===== src/rtl/ps2m_pkg.sv =====
package ps2m_pkg;
  localparam int FRAME_BITS = 11;
  localparam int BYTE_BITS  = 8;

  typedef enum logic [1:0] {
    SLOT_STAT = 2'd0,
    SLOT_XMOV = 2'd1,
    SLOT_YMOV = 2'd2
  } slot_e;

  // status byte field positions
  localparam int ST_LEFT  = 0;
  localparam int ST_RIGHT = 1;
  localparam int ST_ONE   = 3;
  localparam int ST_XSGN  = 4;
  localparam int ST_YSGN  = 5;
  localparam int ST_XOVF  = 6;
  localparam int ST_YOVF  = 7;
endpackage


===== src/rtl/ps2m_line_filter.sv =====
module ps2m_line_filter #(
  parameter int FILTER_LEN = 4
) (
  input  logic clk,
  input  logic rst_n,
  input  logic line_in,
  output logic line_out
);
  localparam int CW = $clog2(FILTER_LEN + 1);

  logic [1:0]    sync_q;
  logic [CW-1:0] run_cnt;
  logic          filt_q;

  always_ff @(posedge clk) begin
    if (!rst_n) begin
      sync_q  <= 2'b11;
      run_cnt <= '0;
      filt_q  <= 1'b1;
    end else begin
      sync_q <= {sync_q[0], line_in};
      if (sync_q[1] == filt_q) begin
        run_cnt <= '0;
      end else if (run_cnt == CW'(FILTER_LEN - 1)) begin
        filt_q  <= sync_q[1];
        run_cnt <= '0;
      end else begin
        run_cnt <= run_cnt + 1'b1;
      end
    end
  end

  assign line_out = filt_q;

  // the filtered level only moves toward what the synchronizer last showed
  assert_filter_follows_R9: assert property (@(posedge clk) disable iff (!rst_n)
    (filt_q != $past(filt_q)) |-> ($past(sync_q[1]) == filt_q));
endmodule


===== src/rtl/ps2m_frame_rx.sv =====
module ps2m_frame_rx #(
  parameter int TIMEOUT_CYCLES = 200000
) (
  input  logic       clk,
  input  logic       rst_n,
  input  logic       clk_f,
  input  logic       data_f,
  input  logic       hold_busy,
  output logic       frame_done,
  output logic [7:0] frame_byte,
  output logic       frame_ok,
  output logic       abort
);
  import ps2m_pkg::*;
  localparam int TW = $clog2(TIMEOUT_CYCLES + 1);
  localparam int BW = $clog2(FRAME_BITS + 1);

  logic                    clk_d;
  logic                    fall;
  logic [BW-1:0]           bit_cnt;
  logic [FRAME_BITS-2:0]   sh_q;
  logic [FRAME_BITS-1:0]   nx;
  logic [TW-1:0]           idle_cnt;
  logic                    busy;

  assign fall = clk_d & ~clk_f;
  assign nx   = {data_f, sh_q};
  assign busy = (bit_cnt != '0) | hold_busy;

  always_ff @(posedge clk) begin
    if (!rst_n) begin
      clk_d      <= 1'b1;
      bit_cnt    <= '0;
      sh_q       <= '0;
      idle_cnt   <= '0;
      frame_done <= 1'b0;
      frame_byte <= '0;
      frame_ok   <= 1'b0;
      abort      <= 1'b0;
    end else begin
      clk_d      <= clk_f;
      frame_done <= 1'b0;
      abort      <= 1'b0;
      if (fall) begin
        idle_cnt <= '0;
        sh_q     <= nx[FRAME_BITS-1:1];
        if (bit_cnt == BW'(FRAME_BITS - 1)) begin
          bit_cnt    <= '0;
          frame_done <= 1'b1;
          frame_byte <= nx[BYTE_BITS:1];
          frame_ok   <= ~nx[0] & nx[FRAME_BITS-1] & (^nx[BYTE_BITS+1:1]);
        end else begin
          bit_cnt <= bit_cnt + 1'b1;
        end
      end else if (!busy) begin
        idle_cnt <= '0;
      end else if (idle_cnt == TW'(TIMEOUT_CYCLES - 1)) begin
        idle_cnt <= '0;
        bit_cnt  <= '0;
        abort    <= 1'b1;
      end else begin
        idle_cnt <= idle_cnt + 1'b1;
      end
    end
  end

  // the bit position never leaves the frame
  assert_bit_in_frame_R2: assert property (@(posedge clk) disable iff (!rst_n)
    bit_cnt < BW'(FRAME_BITS));
  // an abort leaves the bit counter at the start of a frame
  assert_abort_clears_R8: assert property (@(posedge clk) disable iff (!rst_n)
    abort |-> (bit_cnt == '0) && !frame_done);
endmodule


===== src/rtl/ps2m_packet_asm.sv =====
module ps2m_packet_asm (
  input  logic       clk,
  input  logic       rst_n,
  input  logic       frame_done,
  input  logic [7:0] frame_byte,
  input  logic       frame_ok,
  input  logic       abort,
  output logic       mid_packet,
  output logic       out_valid,
  output logic [8:0] out_dx,
  output logic [8:0] out_dy,
  output logic       out_left,
  output logic       out_right,
  output logic       out_xovf,
  output logic       out_yovf,
  output logic       out_err
);
  import ps2m_pkg::*;

  slot_e      slot_q;
  logic       bad_q;
  logic [7:0] stat_q;
  logic [7:0] xb_q;
  logic       good;

  assign good       = frame_ok & ((slot_q != SLOT_STAT) | frame_byte[ST_ONE]);
  assign mid_packet = (slot_q != SLOT_STAT);

  always_ff @(posedge clk) begin
    if (!rst_n) begin
      slot_q    <= SLOT_STAT;
      bad_q     <= 1'b0;
      stat_q    <= '0;
      xb_q      <= '0;
      out_valid <= 1'b0;
      out_err   <= 1'b0;
      out_dx    <= '0;
      out_dy    <= '0;
      out_left  <= 1'b0;
      out_right <= 1'b0;
      out_xovf  <= 1'b0;
      out_yovf  <= 1'b0;
    end else begin
      out_valid <= 1'b0;
      out_err   <= 1'b0;
      if (abort) begin
        slot_q <= SLOT_STAT;
        bad_q  <= 1'b0;
      end else if (frame_done) begin
        if (!good && !bad_q) out_err <= 1'b1;
        unique case (slot_q)
          SLOT_STAT: begin
            stat_q <= frame_byte;
            bad_q  <= ~good;
            slot_q <= SLOT_XMOV;
          end
          SLOT_XMOV: begin
            xb_q   <= frame_byte;
            bad_q  <= bad_q | ~good;
            slot_q <= SLOT_YMOV;
          end
          default: begin
            slot_q <= SLOT_STAT;
            bad_q  <= 1'b0;
            if (good && !bad_q) begin
              out_valid <= 1'b1;
              out_dx    <= {stat_q[ST_XSGN], xb_q};
              out_dy    <= {stat_q[ST_YSGN], frame_byte};
              out_left  <= stat_q[ST_LEFT];
              out_right <= stat_q[ST_RIGHT];
              out_xovf  <= stat_q[ST_XOVF];
              out_yovf  <= stat_q[ST_YOVF];
            end
          end
        endcase
      end
    end
  end

  // strobes are single-cycle and mutually exclusive
  assert_valid_single_R7: assert property (@(posedge clk) disable iff (!rst_n)
    out_valid |=> !out_valid);
  assert_err_single_R7: assert property (@(posedge clk) disable iff (!rst_n)
    out_err |=> !out_err);
  assert_strobe_excl_R7: assert property (@(posedge clk) disable iff (!rst_n)
    !(out_valid && out_err));
  // decoded fields hold while no result is issued
  assert_hold_fields_R10: assert property (@(posedge clk) disable iff (!rst_n)
    !out_valid |-> $stable(out_dx) && $stable(out_dy) && $stable(out_left)
                   && $stable(out_right) && $stable(out_xovf) && $stable(out_yovf));
  // an abort returns the assembler to the status slot
  assert_abort_restart_R8: assert property (@(posedge clk) disable iff (!rst_n)
    abort |=> (slot_q == SLOT_STAT) && !out_valid);
  // a result only follows a Y frame
  assert_valid_after_frame_R6: assert property (@(posedge clk) disable iff (!rst_n)
    out_valid |-> $past(frame_done) && $past(frame_ok));
endmodule


===== src/rtl/ps2_mouse_rx.sv =====
module ps2_mouse_rx #(
  parameter int FILTER_LEN     = 4,
  parameter int TIMEOUT_CYCLES = 200000
) (
  input  logic       clk,
  input  logic       rst_n,
  input  logic       ps2_clk_in,
  input  logic       ps2_data_in,
  output logic       pkt_valid,
  output logic [8:0] pkt_dx,
  output logic [8:0] pkt_dy,
  output logic       pkt_btn_left,
  output logic       pkt_btn_right,
  output logic       pkt_x_ovf,
  output logic       pkt_y_ovf,
  output logic       pkt_err
);
  localparam int NLINES = 2;

  logic [NLINES-1:0] raw_lines;
  logic [NLINES-1:0] filt_lines;
  logic              frame_done;
  logic [7:0]        frame_byte;
  logic              frame_ok;
  logic              abort;
  logic              mid_packet;

  assign raw_lines = {ps2_data_in, ps2_clk_in};

  generate
    for (genvar li = 0; li < NLINES; li++) begin : g_line
      ps2m_line_filter #(.FILTER_LEN(FILTER_LEN)) u_filt (
        .clk     (clk),
        .rst_n   (rst_n),
        .line_in (raw_lines[li]),
        .line_out(filt_lines[li])
      );
    end
  endgenerate

  ps2m_frame_rx #(.TIMEOUT_CYCLES(TIMEOUT_CYCLES)) u_frame (
    .clk       (clk),
    .rst_n     (rst_n),
    .clk_f     (filt_lines[0]),
    .data_f    (filt_lines[1]),
    .hold_busy (mid_packet),
    .frame_done(frame_done),
    .frame_byte(frame_byte),
    .frame_ok  (frame_ok),
    .abort     (abort)
  );

  ps2m_packet_asm u_asm (
    .clk       (clk),
    .rst_n     (rst_n),
    .frame_done(frame_done),
    .frame_byte(frame_byte),
    .frame_ok  (frame_ok),
    .abort     (abort),
    .mid_packet(mid_packet),
    .out_valid (pkt_valid),
    .out_dx    (pkt_dx),
    .out_dy    (pkt_dy),
    .out_left  (pkt_btn_left),
    .out_right (pkt_btn_right),
    .out_xovf  (pkt_x_ovf),
    .out_yovf  (pkt_y_ovf),
    .out_err   (pkt_err)
  );
endmodule


===== config.mk =====
export PLATFORM = sky130hd
export DESIGN_NAME = ps2_mouse_rx
export DESIGN_NICKNAME = d
export VERILOG_FILES = /design/src/rtl/ps2m_pkg.sv /design/src/rtl/ps2m_line_filter.sv /design/src/rtl/ps2m_frame_rx.sv /design/src/rtl/ps2m_packet_asm.sv /design/src/rtl/ps2_mouse_rx.sv
export SDC_FILE = /design/constraint.sdc
export NUM_CORES = 1
export LEC_CHECK = 0
export ABC_AREA = 1
export CORE_MARGIN = 5
export CORE_UTILIZATION = 55
export CTS_BUF_LIST = sky130_fd_sc_hd__clkbuf_4
export DETAILED_ROUTE_END_ITERATION = 8
export DONT_BUFFER_PORTS = 1
export PLACE_DENSITY = 0.69
export RECOVER_POWER = 25
export SLEW_MARGIN = 20
export SYNTH_ARGS = -nofsm -noshare
export SYNTH_HDL_FRONTEND = slang
export SYNTH_HIERARCHICAL = 1
export SYNTH_SLANG_ARGS = --single-unit

===== constraint.sdc =====
create_clock -name clk -period 3.4 [get_ports clk]
set_input_delay 0.68 -clock clk [delete_from_list [all_inputs] [get_ports clk]]
set_output_delay 0.68 -clock clk [all_outputs]
set_load 0.02 [all_outputs]

# Word-level counts from Yosys, hierarchy flattened
# Index checks and enable logic that the tools add are counted.
dict set report totals {
  regBits 99
  in_bits 4
  output_inout_bits 24
  wordCells 90
}
dict set report classes {
  n_addsub 4
  eq_ne 7
  muxes 10
  n_bitwise 17
  n_reduce_logical 26
}
# cell n
set op_table {}
lappend op_table {{adder 18 x 1 -> 18 bit, second input constant} 1}
lappend op_table {{equality test 18 bit, second input constant} 1}
lappend op_table {{2-to-1 mux 4 bit} 4}
lappend op_table {{OR reduction 3 bit} 4}
lappend op_table {{inverter 1 bit} 10}
lappend op_table {{AND reduction 2 bit} 5}
lappend op_table {{XOR reduction 9 bit} 1}
lappend op_table {{adder 3 x 1 -> 3 bit, second input constant} 2}
lappend op_table {{equality test 3 x 2 -> 1 bit, second input constant} 2}
lappend op_table {{AND reduction 3 bit} 2}
lappend op_table {{nonzero test 2 bit} 3}
lappend op_table {{OR reduction 5 bit} 1}
lappend op_table {{adder 4 x 1 -> 4 bit, second input constant} 1}
lappend op_table {{AND 1 bit} 4}
lappend op_table {{equality test 4 bit, second input constant} 1}
lappend op_table {{2-to-1 mux 1 bit} 4}
lappend op_table {{case mux 2 bit (2 select lines)} 1}
lappend op_table {{AND reduction 4 bit} 1}
lappend op_table {{nonzero test 4 bit} 1}
lappend op_table {{OR reduction 2 bit} 2}
lappend op_table {{OR reduction 4 bit} 1}
lappend op_table {{bitwise OR 1 bit} 3}
lappend op_table {{equality test 1 bit} 2}
lappend op_table {{equality test 2 x 1 -> 1 bit, second input constant} 1}
lappend op_table {{4 further kinds} 6}

# Longest topological paths before layout
# Gate-level depths: netlist of run 1.
dict set report logic_depth {
  ltp_word 6
  mapped_depth 10
}

# Modules after synthesis
# The synthesis of run 1 kept the hierarchy.
# module instances cells_each area_per_inst_um2 seq_area_each_um2
set by_module_without_submodules {}
lappend by_module_without_submodules {ps2m_frame_rx 1 285 2026.9 880.8}
lappend by_module_without_submodules {ps2m_packet_asm 1 224 1647.8 820.8}
lappend by_module_without_submodules {ps2m_line_filter 2 24 221.5 120.1}

# Worst setup path after synthesis of run 1
# OpenSTA, ideal clock, no wires.
dict set report synth_timing {
  kind {input to register}
  startpoint {input rst_n}
  endpoint {register u_frame.frame_byte[0]}
  setup_ps 74
  t_arrival_ps 1341
  path_slack_ps 1985
  stages 5
  cell_sequence {clkbuf_1 -> inv_1 -> nor2_2 -> inv_1 -> o21ai_0}
}
# element line
set synth_lines {}
lappend synth_lines {{start: declaration} ps2_mouse_rx.sv:6} ;# input logic rst_n,
lappend synth_lines {{end signal: assignment} ps2m_frame_rx.sv:50} ;# frame_byte <= nx[BYTE_BITS:1];
lappend synth_lines {{end: declaration} ps2m_frame_rx.sv:10} ;# output logic [7:0] frame_byte,

# Worst setup path in the final report of run 1
dict set report layout_timing {
  startpoint {register u_frame.frame_ok}
  endpoint {register u_asm.out_dx[4]}
}
dict set report layout_between {
  elab_chain_len 3
}
# element line
set layout_rtl {}
lappend layout_rtl {{start: declaration} ps2m_frame_rx.sv:11} ;# output logic frame_ok,
lappend layout_rtl {{start signal: assignment} ps2m_frame_rx.sv:51} ;# frame_ok <= ~nx[0] & nx[FRAME_BITS-1] & (^nx[BYTE_BITS+1:1]);
lappend layout_rtl {{AND 1 bit} ps2m_packet_asm.sv:26} ;# assign good = frame_ok & ((slot_q != SLOT_STAT) | frame_byte[ST_ONE]);
lappend layout_rtl {{logical AND 1 bit} ps2m_packet_asm.sv:65} ;# if (good && !bad_q) begin
lappend layout_rtl {{AND reduction 4 bit (no source line)} n/a}
lappend layout_rtl {{end signal: assignment} ps2m_packet_asm.sv:67} ;# out_dx <= {stat_q[ST_XSGN], xb_q};
lappend layout_rtl {{end: declaration} ps2m_packet_asm.sv:10} ;# output logic [8:0] out_dx,
# Every way passes these cells.
# A chain may end at the register's enable or synchronous reset.

==> impl_metrics.csv, run 1 <==
group,metric,value,unit
die,die_height,96.53,um
clocking,clock_sink_count,97,
grt,overflow_left_after_global_routing,0,
yosys,yosys-top-cells-count,"sky130_fd_sc_hd__nand2_1 (99), sky130_fd_sc_hd__dfxtp_1 (97), sky130_fd_sc_hd__inv_1 (80)",
run_status,result_of_the_run,"completed",
detailed_routing,avgViaCountPerCell,5.003,
timing,tightestPinTransition,0.7761,ns
detailed_routing,dr.first_iter.drc_count,111,
critical_path,cp_data_required_time,3.79,ns
clocking,cts_repair_resize_count,0,
grt,grt_start_max_net_pins,61,
critical_path,crit_path_top_delay_cell,"sky130_fd_sc_hd__dfxtp_1",
critical_path,worst-r2r-setup-slack,1.52,ns
clocking,cts.htree.levels,3,
placed_design,buffers_on_ports,0,
finish,nets,561,
yosys,fraction_of_the_yosys_area_taken_by_sequential_cells,47.16,%
timing,skew,0.01007,ns
die,coreArea,0.007253,mm^2
yosys,ys_dominant_reg_cell,"sky130_fd_sc_hd__dfxtp_1",
placed_design,placed_cells,637,
critical_path,critical_path.max_stage_delay,0.85,ns
die,chipWidth,96.53,um
clocking,cts_setup_buffers,0,
detailed_routing,drtAntennaViolNets,0,
clocking,cts_inserted_buffers,9,
power,p_leak,1.715,nW
timing,finalWorstPathRequiredPeriod,1.878,ns
critical_path,crit_path_frequent_cell,"sky130_fd_sc_hd__nor2_1",
yosys,synthesized_net_count,569,
yosys,yosysTopAreaCell,"sky130_fd_sc_hd__dfxtp_1",
clocking,tritoncts_clock_tree,"done",
yosys,yosys.area.top_type_share,47.16,%
yosys,synth_area,0.004118,mm^2
clocking,clock_insertion_delay_worst_skew,0.44,ns
die,floorplan.die_area,0.009317,mm^2
timing,rsz_0062_raised_after_global_routing,"no",
finish,layout-area-overhead-vs-synth,4.132,%
die,placement_rows,31,
critical_path,arrival,2.27,ns
grt,grt_first_pass_wirelength,12.69,mm
critical_path,crit_path_cell_trace,"nand2_1 > nor2_4 > nor2_1 > nor2_1",
finish,drive_gt1_share,7.220,%
yosys,synth_edf_count,0,
timing,fmaxAchievable,532.4,MHz
yosys,postSynthAreaPerCell,7.393,um^2
grt,grt_use_total,17.23,%
yosys,synth_cell_type_count,31,
timing,slew_headroom,48.19,%
clocking,clockRootBuffer,"sky130_fd_sc_hd__clkbuf_4",
clocking,clock_path_buffers,2,
yosys,synthArstFlopShare,0,%
power,worst_ir_drop_vdd,0.0002087,V
timing,final.setup.tns,0,ns
timing,finalCritPeriodShare,55.25,%
critical_path,endpoint_kind,"register",
detailed_routing,post_drt_wl_per_cell,11.12,um
placed_design,finalWeightedCongestion,0.8831,
critical_path,timing.critical_path.fanout_max,24,
yosys,synth-warning-count,6,
detailed_routing,detailedRoute.firstPassIterationCount,4,
yosys,ys_top_cells_by_area,"sky130_fd_sc_hd__dfxtp_1 (47%), sky130_fd_sc_hd__nand2_1 (9.0%), sky130_fd_sc_hd__inv_1 (7.3%)",
finish,n_antenna_cell,0,
die,initial_core_util,56.77,%
clocking,holdBufCountCts,0,
timing,maxSlewViolCount,0,
yosys,synth.most_common_cell,"sky130_fd_sc_hd__nand2_1",
critical_path,setup.worst_path.start_class,"register",
grt,via_count_of_the_first_global_routing_pass,2972,
timing,timing_hold_violations_final,0,
clocking,clock_slew_at_reported_path_ffs,0.16,ns
detailed_routing,drt-total-wl,7.263,mm
die,num_io_pins,28,
finish,stdcell_count,653,
detailed_routing,route.detailed.drc,0,
hold_path,min-delay-path-class,"input port to register",
finish,fillers,718,
critical_path,crit_type,"register to register",
flow_run,maxcap_viol_count,0,
yosys,ys_seq_elements,97,
grt,antenna_found_initial,0,
placed_design,place.detailed.hpwl,5.187,mm
detailed_routing,via_count,3267,
yosys,syn_inst,557,
timing,finalSetupViolCount,0,
power,power.density_cell_area,421.8,mW/mm^2
-- layout make-up --
class	count	area [um^2]	area share, %
clock buffers	9	67.56	1.576
well taps	99	123.9	2.889
clock inverters	7	85.08	1.984
inverters	84	315.3	7.353
multi-input cells	357	1754	40.91
flip-flops and latches	97	1942	45.29
-- state kept, by name, indices dropped and copies added (netlist names), 2 cells and up --
name / cells
u_frame/idle_cnt: 18
u_asm/slot_q: 2
g_line.u_filt/run_cnt: 6
u_frame/frame_byte: 8
g_line.u_filt/sync_q: 4
u_asm/stat_q: 6
g_line.u_filt/line_out: 2
u_frame/bit_cnt: 4
u_asm/out_dx: 9
u_asm/out_dy: 9
u_frame/sh_q: 10
u_asm/xb_q: 8
-- through the flow --
stage | util (%) | area (um^2) | worst slack (ns) | total power, mW | hold slack, ns
after detailed placement | 57.12 | 4143 | 1.518 | 1.190 | 0.4057
final | 59.12 | 4288 | 1.522 | 1.808 | 0.3062
after global placement | 57.12 | 4143 | 1.541 | 1.190 | 0.3948
after CTS | 59.22 | 4295 | 1.484 | 1.840 | 0.2741
after floorplan | - | 4118 | 1.985 | 1.193 | 0.3925
after global routing | 59.12 | 4288 | 1.254 | 1.895 | 0.2655
-- path summary, 6_finish.rpt --
path | startpoint | to | cells past startpoint
setup / recovery | u_frame/frame_ok | u_asm/out_dx[4] | 4
hold / removal | rst_n | u_frame/clk_d | 1
setup reg to reg | u_frame/frame_ok | u_asm/out_dx[4] | 4
hold reg to reg | g_line[0].u_filt/run_cnt[0] | g_line[0].u_filt/run_cnt[0] | 1
-- placed cells by master (no fill, tap or decap), drive strengths merged --
cell type  instances
a21oi             38
bufinv             1
clkbuf             9
clkinv             2
dfxtp             97
ha                 8
inv               88
nand2            102
nand3             33
nand4             24
nor2              90
nor3               5
nor3b              2
nor4               1
o211ai             1
o21a               1
o21ai             37
o21bai             1
o22ai              1
o31ai              1
or2                6
xnor2              1
xor2               5
-- per-layer routing --
layer | track usage (%) | wire, um
met5 | 0 | 0
met4 | 7.710 | 138
met3 | 3.641 | 253
met2 | 29.66 | 3438
met1 | 20.58 | 3433
-- power breakdown --
part / switching, mW / internal [mW]
Clock: 0.403 / 0.240
Combinational: 0.0135 / 0.0100
Sequential: 0.00134 / 1.14
-- cell families after synthesis --
| family | Yosys count | synth area share, % |
|---|---|---|
| DFF | 97 | 47.16 |
| xor gates and xnor gates | 6 | 1.276 |
| and+or+nand+nor | 263 | 29.08 |
| adders and majority gates | 8 | 2.431 |
| buffers and inverters | 103 | 10.06 |
| AOI/OAI and AO/OA | 80 | 9.997 |
-- critical path: cells and delay by family, from the launching register on --
kind / cells / cell delay (ns)
simple gates: 4 / 0.96
flops: 1 / 0.85
Power figures use the tool's default switching activity.
==> inputs of run 2 (changes only) <==
- clock period: 3.4 -> 1.78 ns (I/O delays scaled with it)
==> run 2 against run 1 <==
Final area increased by 1.1%. Highest routed layer unchanged. Maximum frequency up 18%. Critical path depth is 5 higher. Clock skew up 0.013 ns. Register-to-register slack worse by 1.3 ns. Count of clock-buffer cells in the layout unchanged. Die area stayed put. Critical endpoint is now u_frame/idle_cnt[5]. Power increased by 82%. Combinational power rose by 150%. Largest power group unchanged. Sequential share of layout area fell by 0.50 points. First-iteration DRC count rose by 5.4%. Final cell count up 1.5%.
==> impl_metrics.csv, run 2 (same netlist as run 1, synthesis figures left out) <==
group,metric,value,unit
run_status,result_of_the_run,"completed",
clocking,clock_path_buffers,2,
timing,timing_hold_violations_final,0,
clocking,clockRootBuffer,"sky130_fd_sc_hd__clkbuf_4",
die,coreArea,0.007253,mm^2
detailed_routing,avgViaCountPerCell,5.020,
critical_path,timing.critical_path.fanout_max,8,
power,power.density_cell_area,759.0,mW/mm^2
placed_design,place_ws,0.1875,ns
grt,via_count_of_the_first_global_routing_pass,3046,
timing,finalSetupViolCount,0,
timing,rsz_0062_raised_after_global_routing,"no",
die,floorplan.die_area,0.009317,mm^2
timing,hold_slack,0.01850,ns
critical_path,crit_type,"register to register",
finish,layout-area-overhead-vs-synth,5.287,%
die,chipWidth,96.53,um
detailed_routing,post_drt_wl_per_cell,11.59,um
finish,nets,571,
flow_run,maxcap_viol_count,0,
finish,fillers,693,
power,p_leak,1.740,nW
finish,area.sequential,0.001942,mm^2
placed_design,place.detailed.hpwl,5.388,mm
finish,drive_gt1_share,7.624,%
finish,largest_registers_ranked_by_flip_flop_count,"u_frame/idle_cnt (18), u_frame/sh_q (10)",
finish,top_register,"u_frame/idle_cnt",
critical_path,worst-r2r-setup-slack,0.18,ns
critical_path,arrival,1.92,ns
critical_path,regToRegStartpoint,"u_frame/idle_cnt[0]",
die,placement_rows,31,
critical_path,worst_r2r_path_depth,9,
grt,grt_first_pass_wirelength,13.12,mm
finish,final_common_cell,"sky130_fd_sc_hd__nand2_1",
clocking,cts.htree.levels,3,
grt,antenna_found_initial,0,
placed_design,finalWeightedCongestion,0.8729,
critical_path,setup.worst_path.start_class,"register",
finish,n_antenna_cell,0,
timing,timing.final.ws_setup,0.1848,ns
timing,final.setup.tns,0,ns
clocking,clock_slew_at_reported_path_ffs,0.16,ns
critical_path,critPathCapture,"u_frame/idle_cnt[5]",
finish,multiInputGateArea,0.001749,mm^2
clocking,cts_inserted_buffers,9,
die,num_io_pins,28,
clocking,clock_sink_count,97,
timing,fmaxAchievable,626.9,MHz
placed_design,buffers_on_ports,0,
detailed_routing,detailedRoute.firstPassIterationCount,4,
finish,final_core_utilization,59.77,%
clocking,cts_repair_resize_count,0,
timing,maxSlewViolCount,0,
timing,finalCritPeriodShare,89.62,%
grt,overflow_left_after_global_routing,0,
timing,finalWorstPathRequiredPeriod,1.595,ns
grt,grt_use_total,17.76,%
timing,tightestPinTransition,0.4748,ns
critical_path,critical_path.reg2reg.endpoint,"u_frame/idle_cnt[5]",
critical_path,critical_path.startpoint,"u_frame/idle_cnt[0]",
grt,grt_start_max_net_pins,59,
detailed_routing,route.detailed.drc,0,
power,worst_ir_drop_vdd,0.0003631,V
detailed_routing,drt-total-wl,7.684,mm
clocking,tritoncts_clock_tree,"done",
critical_path,cp_data_required_time,2.10,ns
die,die_height,96.53,um
timing,skew,0.02297,ns
detailed_routing,drtAntennaViolNets,0,
hold_path,min-delay-path-class,"input port to register",
detailed_routing,dr.first_iter.drc_count,117,
detailed_routing,via_count,3328,
timing,slew_headroom,68.27,%
clocking,clock_insertion_delay_worst_skew,0.43,ns
finish,largest_register_ff_count,18,
die,initial_core_util,56.77,%
critical_path,endpoint_kind,"register",
finish,layout_common_cells,"sky130_fd_sc_hd__nand2_1 (99), sky130_fd_sc_hd__dfxtp_1 (97), sky130_fd_sc_hd__inv_1 (80)",
power,post-layout-total-power,3.291,mW
[run 2: worst min path at each step]
| stage | start | to | slack [ns] | cells after the start |
|---|---|---|---|---|
| global placement | g_line[0].u_filt/sync_q[0] | g_line[0].u_filt/sync_q[1] | 0.39 | 1 |
| detailed placement | g_line[1].u_filt/sync_q[0] | g_line[1].u_filt/sync_q[1] | 0.41 | 1 |
| floorplan | g_line[0].u_filt/sync_q[0] | g_line[0].u_filt/sync_q[1] | 0.39 | 1 |
| global route | rst_n | u_asm/out_dy[2] | 0.002 | 2 |
| finish | rst_n | u_asm/out_dx[1] | 0.02 | 2 |
| CTS | rst_n | u_asm/out_dx[1] | 0.002 | 2 |
[run 2: stage by stage]
step / cells / instance area, um^2
floorplan: 557 / 4118
global placement: 642 / 4180
detailed placement: 642 / 4180
CTS: 661 / 4330
global route: 663 / 4335
finish: 663 / 4335
[run 2: final cells by class]
type | instances | area share, %
Sequential cell | 97 | 44.79
Multi-Input combinational cell | 357 | 40.35
Inverter | 84 | 7.273
Tap cell | 99 | 2.857
Timing Repair Buffer | 10 | 1.962
Clock buffer | 9 | 1.558
Clock inverter | 7 | 1.212
[run 2: critical path, stage by stage (launching register included)]
cell                      delay (ns)
sky130_fd_sc_hd__dfxtp_1        0.38
sky130_fd_sc_hd__ha_1           0.17
sky130_fd_sc_hd__nand2_1        0.10
sky130_fd_sc_hd__nor2_4         0.13
sky130_fd_sc_hd__nand3_1        0.13
sky130_fd_sc_hd__nor2_2         0.12
sky130_fd_sc_hd__nand2_1        0.09
sky130_fd_sc_hd__nand2_2        0.15
sky130_fd_sc_hd__buf_4          0.18
sky130_fd_sc_hd__a21oi_1        0.05
[run 2: layer usage]
layer / global-route usage (%) / part of all wire, % / vias up
li1: - / - / 1770
met1: 21.49 / 46 / 1491
met2: 31.55 / 49 / 57
met3: 2.866 / 3.8 / 10
met4: 6.659 / 1.7 / 0
met5: 0 / 0 / -
[run 2: repair_timing]
action                                  CTS  global route
endpoints found under the setup margin    0             0
buffers inserted                          0             0
endpoints found under the hold margin     4             4
hold buffers                              3             2
[run 2: report_power, final]
| group | internal (mW) | switching [mW] |
|---|---|---|
| combinational | 0.0268 | 0.0317 |
| sequential | 2.18 | 0.00246 |
| clock | 0.301 | 0.750 |
